==> src/rtl/irqc_pkg.sv <==
package irqc_pkg;
    localparam int FIRST_LATCH = 2;
    localparam int FIRST_MASK  = 4;
    localparam int EXT0_SRC    = 4;
    localparam int SPLIT_SRC   = 16;
    localparam int VEC_W       = 16;

    // Vector map: strobed sources share one vector, the latched ones step down by 2
    function automatic logic [VEC_W-1:0] vec_for(input int unsigned idx);
        logic [31:0] v;
        if (idx < FIRST_LATCH)    v = 32'hFFFC;
        else if (idx < SPLIT_SRC) v = 32'hFFFE - 32'(2 * idx);
        else                      v = 32'hFFDE - 32'(2 * idx);
        return v[VEC_W-1:0];
    endfunction
endpackage

==> src/rtl/irqc_latch_bank.sv <==
module irqc_latch_bank #(
    parameter int LAST_SRC = 23,
    parameter int SRC_W    = 5
) (
    input  logic [LAST_SRC:2] lat_q,
    input  logic [LAST_SRC:2] set_req,
    input  logic              clr_en,
    input  logic [SRC_W-1:0]  clr_idx,
    output logic [LAST_SRC:2] lat_d
);
    for (genvar n = 2; n <= LAST_SRC; n++) begin : g_lat
        logic clr;
        assign clr      = clr_en && (clr_idx == SRC_W'(n));
        // a new request wins over the acceptance clear
        assign lat_d[n] = set_req[n] | (lat_q[n] & ~clr);
    end
endmodule

==> src/rtl/irqc_pick.sv <==
module irqc_pick #(
    parameter int LAST_SRC = 23,
    parameter int SRC_W    = 5
) (
    input  logic [LAST_SRC:2] lat_q,
    input  logic [LAST_SRC:4] ef,
    input  logic              ext0_en,
    input  logic              imf,
    input  logic              swi,
    input  logic              undef,
    input  logic              ready,
    output logic              hit,
    output logic [SRC_W-1:0]  idx
);
    import irqc_pkg::*;
    logic [LAST_SRC:2] elig;

    for (genvar n = 2; n <= LAST_SRC; n++) begin : g_elig
        if (n < FIRST_MASK) begin : g_nmi
            assign elig[n] = lat_q[n];
        end else if (n == EXT0_SRC) begin : g_ext0
            assign elig[n] = lat_q[n] & imf & ef[n] & ext0_en;
        end else begin : g_mask
            assign elig[n] = lat_q[n] & imf & ef[n];
        end
    end

    always_comb begin
        hit = 1'b0;
        idx = '0;
        if (ready) begin
            for (int n = LAST_SRC; n >= 2; n--) begin
                if (elig[n]) begin
                    hit = 1'b1;
                    idx = SRC_W'(n);
                end
            end
            if (undef) begin
                hit = 1'b1;
                idx = SRC_W'(1);
            end
            if (swi) begin
                hit = 1'b1;
                idx = '0;
            end
        end
    end
endmodule

==> src/rtl/irqc_vecgen.sv <==
module irqc_vecgen #(
    parameter int SRC_W = 5
) (
    input  logic [SRC_W-1:0] idx,
    output logic [15:0]      vec
);
    import irqc_pkg::*;
    assign vec = vec_for(int'(idx));
endmodule

==> src/rtl/irq_vector_ctrl.sv <==
module irq_vector_ctrl #(
    parameter int LAST_SRC = 23,
    localparam int SRC_W   = $clog2(LAST_SRC + 1)
) (
    input  logic              clk,
    input  logic              rst_n,
    input  logic [LAST_SRC:2] irq_req,
    input  logic              swi_strobe,
    input  logic              undef_strobe,
    input  logic              cpu_ready,
    input  logic              reti,
    input  logic              cfg_we,
    input  logic [LAST_SRC:4] cfg_ef,
    input  logic              cfg_ext0_en,
    input  logic              cfg_imf,
    output logic              take,
    output logic [15:0]       take_vec,
    output logic [SRC_W-1:0]  take_src
);
    typedef struct packed {
        logic [LAST_SRC:2] lat;
        logic [LAST_SRC:4] ef;
        logic              ext0;
        logic              imf;
        logic              take;
        logic [15:0]       vec;
        logic [SRC_W-1:0]  src;
    } state_t;

    state_t st_q, st_d;
    logic              hit;
    logic [SRC_W-1:0]  pick_idx;
    logic [15:0]       pick_vec;
    logic [LAST_SRC:2] lat_nx;
    logic              imf_q;

    irqc_pick #(.LAST_SRC(LAST_SRC), .SRC_W(SRC_W)) u_pick (
        .lat_q   (st_q.lat),
        .ef      (st_q.ef),
        .ext0_en (st_q.ext0),
        .imf     (st_q.imf),
        .swi     (swi_strobe),
        .undef   (undef_strobe),
        .ready   (cpu_ready),
        .hit     (hit),
        .idx     (pick_idx)
    );

    irqc_vecgen #(.SRC_W(SRC_W)) u_vec (
        .idx (pick_idx),
        .vec (pick_vec)
    );

    irqc_latch_bank #(.LAST_SRC(LAST_SRC), .SRC_W(SRC_W)) u_lat (
        .lat_q   (st_q.lat),
        .set_req (irq_req),
        .clr_en  (hit),
        .clr_idx (pick_idx),
        .lat_d   (lat_nx)
    );

    always_comb begin
        st_d      = st_q;
        st_d.lat  = lat_nx;
        st_d.take = hit;
        st_d.vec  = hit ? pick_vec : '0;
        st_d.src  = hit ? pick_idx : '0;
        if (cfg_we) begin
            st_d.ef   = cfg_ef;
            st_d.ext0 = cfg_ext0_en;
            st_d.imf  = cfg_imf;
        end else if (hit) begin
            st_d.imf  = 1'b0;
        end else if (reti) begin
            st_d.imf  = 1'b1;
        end
    end

    always_ff @(posedge clk) begin
        if (!rst_n) st_q <= '0;
        else        st_q <= st_d;
    end

    assign imf_q    = st_q.imf;
    assign take     = st_q.take;
    assign take_vec = st_q.vec;
    assign take_src = st_q.src;
endmodule

==> config.mk <==
export PLATFORM = sky130hd
export DESIGN_NAME = irq_vector_ctrl
export DESIGN_NICKNAME = d
export VERILOG_FILES = /design/src/rtl/irqc_pkg.sv /design/src/rtl/irqc_latch_bank.sv /design/src/rtl/irqc_pick.sv /design/src/rtl/irqc_vecgen.sv /design/src/rtl/irq_vector_ctrl.sv
export SDC_FILE = /design/constraint.sdc
export NUM_CORES = 1
export LEC_CHECK = 0
export CAP_MARGIN = 10
export CORE_ASPECT_RATIO = 1.2
export CORE_MARGIN = 2
export CORE_UTILIZATION = 52
export DETAILED_ROUTE_END_ITERATION = 16
export PLACE_DENSITY = 0.86
export SYNTH_ARGS = -nofsm -noshare
export SYNTH_HDL_FRONTEND = slang
export SYNTH_SLANG_ARGS = --single-unit
==> constraint.sdc <==
create_clock -name clk -period 5.35 [get_ports clk]
set_input_delay 1.3375 -clock clk [delete_from_list [all_inputs] [get_ports clk]]
set_output_delay 1.3375 -clock clk [all_outputs]
set_load 0.01 [all_outputs]
==> results of run 1 <==
-- power by group --
group	switching [mW]	total [mW]	leakage (nW)	internal, mW
clock network	0.136	0.275	0.0541	0.139
logic	0.0774	0.167	0.875	0.0896
registers	0.0224	0.464	0.465	0.442
-- state kept, by name, summed over array words and instances, names as in the netlist --
| name | cells |
|---|---|
| take | 1 |
| imf_q | 1 |
| take_src | 5 |
| take_vec | 6 |
| st_q | 43 |
-- cells in the final DEF, fill, tap and decap left out, drive strengths merged, types with 2 or more instances in the layout --
master,count
clkdlybuf4s50,71
nor3,5
o41ai,3
a21oi,10
dfxtp,56
or2,2
mux2i,21
and2,4
a22o,8
nor4,2
nand3,7
inv,22
clkbuf,5
buf,2
and3,3
a22oi,5
nor2b,23
o21a,3
nor3b,2
nand2,13
o21ai,21
a31oi,19
a211oi,2
and4b,2
nor2,14
-- kinds of logic after synthesis --
logic type / synth area share, %
compound gates: 21.9
buf+inv: 10.4
simple gates: 18.9
flops: 41.0
mux: 7.68
other cells: 0.137
-- metrics by stage --
step / area, um2 / hold WS (ns) / cells / util, %
2_1_floorplan: 2740 / 0.506 / 294 / -
3_3_place_gp: 3340 / 0.525 / 397 / 66.6
3_5_place_dp: 3340 / 0.535 / 397 / 66.6
4_1_cts: 3450 / 0.549 / 405 / 68.8
5_1_grt: 3450 / 0.566 / 405 / 68.8
6_report: 3450 / 0.547 / 405 / 68.8
-- path summary, 6_finish.rpt --
check                                           start               endpoint  slack (ns)  depth (start not counted)
worst max-delay path                     undef_strobe    st_q[63]$_SDFF_PN0_        2.37                          6
worst min-delay path            st_q[23]$_SDFFE_PN0P_  st_q[23]$_SDFFE_PN0P_        0.55                          2
worst max register to register     imf_q$_SDFFE_PN0P_    st_q[56]$_SDFF_PN0_        3.17                          6
worst min register to register  st_q[23]$_SDFFE_PN0P_  st_q[23]$_SDFFE_PN0P_        0.55                          2
-- cell type report --
type | instances | area share, %
Clock inverter | 3 | 1.23
Sequential cell | 56 | 32.5
Inverter | 22 | 2.39
Tap cell | 60 | 2.18
Multi-Input combinational cell | 186 | 38.6
Clock buffer | 5 | 2.00
Timing Repair Buffer | 73 | 21.0
-- critical path, cell delays in order --
cell	delay [ns]
clkdlybuf4s50_1	0.47
nor4_2	0.35
and2_2	0.25
nand3_1	0.24
nor4b_4	0.38
a31oi_1	0.13
-- metal layers --
layer	track usage, %	up-vias	share of wire, %
li1	-	1128	-
met1	26.0	1123	39
met2	36.4	93	52
met3	4.83	12	6.9
met4	6.47	0	1.7
met5	0	-	0
==> results.yml, run 1 <==
pwr:
  p_leak_nw: 1.39
  ir_drop_v: 0.000170
  finalPower_uw: 906
  power_density_nw_per_um2: 263
job:
  drv_cap: 0
synth:
  yosysWarnings: 0
  ys.flop_type: "dfxtp_1"
  yosys.cell_types.count: 55
  avgSynthCellArea_um2: 9.31
  synthCells: 294
  syn_nets: 345
  synthTopCellsByArea: "dfxtp_1, mux2i_1, buf_4"
  synth_seq_cells: 56
  synthesis.area_um2: 2740
  synth.most_common_cell: "dfxtp_1"
  async_flop_share_pct: 0
  netlist.area_leader.share_pct: 41.0
  synth_edf_count: 0
  yosysTopAreaCell: "dfxtp_1"
  yosysSeqAreaShare_pct: 41.0
  yosys-top-cells-count: "dfxtp_1, nor2b_1"
drt:
  drt_iter0_drc: 112
  viasPerCell: 5.82
  vias: 2356
  dr.pass1.iters: 5
  drc: 0
  wl_per_cell_um: 15.2
  ant_nets: 0
  drt-total-wl_um: 6170
timing:
  grt_setup_unrepaired: "false"
  fin_tns_setup_ns: 0
  maxSlewHeadroom_pct: 60.0
  fin_ws_ns: 2.37
  hold_viol: 0
  fmax_ghz: 0.335
  finalCritPeriodShare_pct: 55.7
  setup_viol: 0
  layout_min_cycle_time_ns: 2.98
  slew_violations: 0
  clock_skew_ns: 0.00618
  worst_pin_slew_ns: 0.600
clock_tree:
  clkLatencyLatePin_ns: 0.31
  cts-resized-gates: 0
  cts_hold_buf: 0
  cts_sinks: 56
  post_cts_buffers: 0
  tritoncts.num_buffers: 5
  clk_pin_slew_ns: 0.10
  htreeDepth: 2
  clock_path_buffers: 2
  cts-root-buf: "clkbuf_8"
  cts_tree: "yes"
place:
  hpwl_um: 4600
  dp_slack_ns: 2.03
  gp_congestion: 0.923
  port_buffers: 71
die:
  std_cell_rows: 28
  fp.dieW_um: 70.2
  die_y_um: 83.5
  dieArea_um2: 5860
  start_util_pct: 54.6
  core-area_um2: 5010
  io-pin-count: 73
grt:
  grt_pass1_wl_um: 10200
  grt_max_degree: 49
  grt.overflow.total: 0
  grt_pass1_vias: 2222
  antenna_found_initial: 0
  groute.usage.overall_pct: 21.1
layout:
  n_antenna_cell: 0
  synthToLayoutAreaGrowth_pct: 26.0
  drive_gt1_share_pct: 9.28
  fin_nets: 395
  multi_input_area_um2: 1330
  seq_area_um2: 1120
  fillers: 402
critical_path:
  crit_required_ns: 5.54
  cp.arrival_ns: 3.17
  crit_path_end_kind: "flop"
  crit_path_max_fanout: 5
  cp-start-kind: "input port"
  critical_path_class: "in -> reg"
status:
  status: "finished clean"
worst_hold_path:
  min_path_type: "reg -> reg"
Power figures use the tool's default switching activity.
==> inputs of run 2 (changes only) <==
Settings changed: CORE_UTILIZATION 52 to 44, PLACE_DENSITY 0.86 to 0.78.
Clock period 5.35 ns to 2.4 ns, I/O delays scaled along.
==> results.yml, run 2 (synthesis gave the netlist of run 1 again) <==
critical_path:
  crit_path_max_incr_delay_ns: 0.45
  rr_worst_depth: 7
  cp_slowest_cell: "clkdlybuf4s50_1"
  critical_path_class: "in -> reg"
  reg2reg_slack_ns: 0.44
  r2r_end: "st_q[64]$_SDFF_PN0_"
  timing.rr.start: "st_q[50]$_SDFF_PN0_"
  cp-start-kind: "input port"
  worstSetupStartpoint: "undef_strobe"
  crit_path_end_kind: "flop"
  crit_required_ns: 2.58
  path_cells: "clkdlybuf4s50_1, nor4_2, and2_2, nand3_1, nor4b_4, a31oi_1"
  crit_path_max_fanout: 4
  cp.arrival_ns: 2.31
pwr:
  pwr-share-seq_pct: 50.9
  finalPower_mw: 2.04
  p_switching_uw: 524
  clkPwrFrac_pct: 29.7
  power_density_nw_per_um2: 573
  p_leak_nw: 1.45
  combPwrFrac_pct: 19.4
  ir_drop_v: 0.000285
  p_int_mw: 1.51
  switching_share_pct: 25.8
timing:
  slew_violations: 0
  maxSlewHeadroom_pct: 60.8
  grt_setup_unrepaired: "false"
  worst_pin_slew_ns: 0.585
  clock_skew_ns: 0.00722
  hold_viol: 0
  setup_viol: 0
  fmax_ghz: 0.468
  hold_ws_ns: 0.546
  layout_min_cycle_time_ns: 2.14
  finalCritPeriodShare_pct: 89.0
layout:
  seq_area_um2: 1120
  n_antenna_cell: 0
  multi_input_area_um2: 1330
  layout.cells.most_common_list: "clkdlybuf4s50_1, dfxtp_1, nor2b_1"
  fin_nets: 406
  regMostFlops: "st_q"
  layout_commonest_cell: "clkdlybuf4s50_1"
  fillers: 544
  largest_register_ffs: 43
  drive_gt1_share_pct: 11.8
  synthToLayoutAreaGrowth_pct: 29.8
die:
  io-pin-count: 73
  std_cell_rows: 31
  start_util_pct: 45.5
  die_y_um: 90.4
  fp.dieW_um: 76.0
  core-area_um2: 6010
  dieArea_um2: 6870
grt:
  grt_pass1_wl_um: 10700
  antenna_found_initial: 0
  grt_pass1_vias: 2338
  grt.overflow.total: 0
  grt_max_degree: 24
  groute.usage.overall_pct: 19.2
place:
  port_buffers: 71
  hpwl_um: 4950
  gp_congestion: 0.886
drt:
  ant_nets: 0
  drc: 0
  wl_per_cell_um: 14.7
  dr.pass1.iters: 4
  vias: 2352
  drt-total-wl_um: 6430
  viasPerCell: 5.37
  drt_iter0_drc: 174
worst_hold_path:
  min_path_type: "reg -> reg"
  hold_depth: 2
  hold_start: "st_q[40]$_SDFFE_PN0P_"
  hold_end: "st_q[40]$_SDFFE_PN0P_"
clock_tree:
  clk_pin_slew_ns: 0.09
  clock_path_buffers: 2
  cts_sinks: 56
  post_cts_buffers: 0
  tritoncts.num_buffers: 5
  htreeDepth: 2
  clkLatencyLatePin_ns: 0.31
  cts-resized-gates: 0
  cts-root-buf: "clkbuf_8"
  cts_hold_buf: 0
  cts_tree: "yes"
job:
  drv_cap: 0
status:
  status: "finished clean"
run 2: changes by cell type in the layout (fill, tap and decap cells not counted), sizes merged:
| cell | delta |
|---|---|
| buf | +11 |
| clkbuf | +1 |
| clkinvlp | -1 |
run 2: stage by stage:
step	TNS, ns	instance area (um2)	cells	setup slack (ns)	util (%)
floorplan	0	2740	294	0.544	-
global placement	0	3450	430	0.0142	57.3
detailed placement	-0.0926	3450	430	-0.0257	57.3
CTS	0	3550	438	0.264	59.1
global route	0	3550	438	0.154	59.1
finish	0	3550	438	0.264	59.1
run 2: worst max-delay path, delay by kind of cell:
kind	cells	cell delay [ns]
AO/OA/AOI/OAI	1	0.15
AND/OR/NAND/NOR	4	1.11
buffers and inverters	1	0.45
run 2: area by class of cell:
class,instances,area share [%]
tap,82,2.89
clock inverter,2,0.986
inverter,22,2.32
sequential,56,31.5
clock buffer,6,2.04
timing repair buffer,84,22.7
multi-input combinational,186,37.5
run 2: power by group through the flow:
stage / sequential [mW] / clock (mW) / combinational (mW)
2_1_floorplan: 1.04 / 0 / 0.231
3_5_place_dp: 1.05 / 0 / 0.392
4_1_cts: 1.03 / 0.611 / 0.395
6_report: 1.04 / 0.605 / 0.395
3_3_place_gp: 1.05 / 0 / 0.386
5_1_grt: 1.04 / 0.655 / 0.428
run 2: metal layers:
layer	wire length, um	share of wire, %	up-vias	global-route usage (%)
met2	3280	51	85	34.6
met1	2650	41	1106	21.9
met4	155	2.4	0	8.48
met5	0	0	-	0
li1	-	-	1149	-
met3	342	5.3	12	3.60
run 2: worst max-delay path by stage:
stage                           to  slack (ns)  cells past startpoint
2_1_floorplan  st_q[62]$_SDFF_PN0_        0.54                      5
3_3_place_gp   st_q[58]$_SDFF_PN0_        0.01                      6
3_5_place_dp   st_q[64]$_SDFF_PN0_       -0.03                      6
4_1_cts        st_q[62]$_SDFF_PN0_        0.26                      6
5_1_grt        st_q[59]$_SDFF_PN0_        0.15                      6
6_report       st_q[62]$_SDFF_PN0_        0.26                      6
==> inputs of run 3 (changes only) <==
Settings changed: CORE_ASPECT_RATIO 1.2 to default.
==> results.yml, run 3 (synthesis gave the netlist of run 1 again) <==
die:
  core-area_um2: 5960
  start_util_pct: 46.0
  die_y_um: 82.9
  io-pin-count: 73
  std_cell_rows: 28
  dieArea_um2: 6870
  fp.dieW_um: 82.9
clock_tree:
  clk_pin_slew_ns: 0.09
  htreeDepth: 2
  tritoncts.num_buffers: 5
  cts_sinks: 56
  clock_path_buffers: 2
  post_cts_buffers: 0
  clkLatencyLatePin_ns: 0.31
  cts_hold_buf: 0
  cts-root-buf: "clkbuf_8"
  cts_tree: "yes"
  cts-resized-gates: 0
pwr:
  switching_share_pct: 25.6
  ir_drop_v: 0.000274
  p_int_mw: 1.50
  clkPwrFrac_pct: 29.2
  finalPower_mw: 2.02
  p_switching_uw: 516
  power_density_nw_per_um2: 570
  pwr-share-seq_pct: 51.3
  p_leak_nw: 1.44
  combPwrFrac_pct: 19.6
timing:
  layout_min_cycle_time_ns: 2.09
  finalCritPeriodShare_pct: 86.9
  grt_setup_unrepaired: "false"
  setup_viol: 0
  maxSlewHeadroom_pct: 59.2
  slew_violations: 0
  hold_viol: 0
  clock_skew_ns: 0.00756
  fmax_ghz: 0.480
  hold_ws_ns: 0.545
  worst_pin_slew_ns: 0.609
layout:
  seq_area_um2: 1120
  largest_register_ffs: 43
  synthToLayoutAreaGrowth_pct: 29.2
  regMostFlops: "st_q"
  multi_input_area_um2: 1330
  drive_gt1_share_pct: 11.6
  layout.cells.most_common_list: "clkdlybuf4s50_1, dfxtp_1, nor2b_1"
  fin_nets: 406
  n_antenna_cell: 0
  fillers: 552
  layout_commonest_cell: "clkdlybuf4s50_1"
  final_cells: 429
critical_path:
  critical_path_class: "in -> reg"
  crit_path_max_incr_delay_ns: 0.49
  path_delay_family: "simple AND/OR/NAND/NOR gates"
  cp.arrival_ns: 2.35
  cp_num_buf_inv: 1
  path_cells: "clkdlybuf4s50_1, or2b_2, or2_2, nor3_1, o31a_1, o22a_1"
  cp_slowest_cell: "clkdlybuf4s50_1"
  cp-start-kind: "input port"
  crit_required_ns: 2.66
  crit_path_end_kind: "flop"
  crit_path_max_fanout: 3
  reg2reg_slack_ns: 0.41
grt:
  antenna_found_initial: 0
  grt_pass1_vias: 2203
  grt.overflow.total: 0
  grt_pass1_wl_um: 10600
  grt_max_degree: 30
  groute.usage.overall_pct: 18.7
place:
  hpwl_um: 4910
  place_inst: 423
  gp_congestion: 0.805
  port_buffers: 71
drt:
  ant_nets: 0
  drc: 0
  dr.pass1.iters: 6
  vias: 2327
  drt_iter0_drc: 120
  viasPerCell: 5.42
  drt-total-wl_um: 6410
  wl_per_cell_um: 14.9
status:
  status: "finished clean"
job:
  drv_cap: 0
worst_hold_path:
  min_path_type: "reg -> reg"
[run 3: cell types whose count changed in the layout (fill, tap and decap cells not counted), sizes merged]
cell    previous run  this run
clkinv             1         0
clkbuf             6         5
[run 3: cell type report]
class                   instances  share of cell area (%)
clock buffers                   5                    1.95
well taps                      75                    2.65
inverters                      22                    2.33
flip-flops and latches         56                    31.7
repair buffers                 84                    22.9
clock inverters                 1                   0.849
multi-input cells             186                    37.7
[run 3: worst min-delay path, stage by stage (launching register included)]
cell     delay, ns
dfxtp_1       0.33
mux2i_1       0.12
nor2b_1       0.05
[run 3: power by group through the flow]
stage / registers [mW] / clock network, mW / logic (mW)
2_1_floorplan: 1.04 / 0 / 0.231
4_1_cts: 1.03 / 0.598 / 0.394
3_5_place_dp: 1.05 / 0 / 0.392
5_1_grt: 1.04 / 0.633 / 0.425
6_report: 1.03 / 0.588 / 0.394
3_3_place_gp: 1.05 / 0 / 0.384
[run 3: final timing paths]
| kind | from | to | cells past startpoint |
|---|---|---|---|
| worst max-delay path | cpu_ready | take_vec[1]$_SDFF_PP0_ | 6 |
| worst min-delay path | st_q[26]$_SDFFE_PN0P_ | st_q[26]$_SDFFE_PN0P_ | 2 |
| worst max register to register | st_q[28]$_SDFFE_PN0P_ | st_q[60]$_SDFF_PN0_ | 7 |
| worst min register to register | st_q[26]$_SDFFE_PN0P_ | st_q[26]$_SDFFE_PN0P_ | 2 |
[run 3: stage by stage]
step | setup slack, ns | TNS, ns | utilization (%) | area, um2
after floorplan | 0.544 | 0 | - | 2740
after global placement | 0.0396 | 0 | 57.7 | 3440
after detailed placement | -0.0257 | -0.0347 | 57.7 | 3440
after CTS | 0.291 | 0 | 59.4 | 3540
after global routing | 0.177 | 0 | 59.4 | 3540
final | 0.315 | 0 | 59.4 | 3540
[run 3: per-layer routing]
metal	GRT usage (%)	vias to the layer above	share of wire, %
li1	-	1144	-
met1	23.5	1076	44
met2	32.4	94	48
met3	3.78	13	5.8
met4	5.51	0	1.8
met5	0	-	0
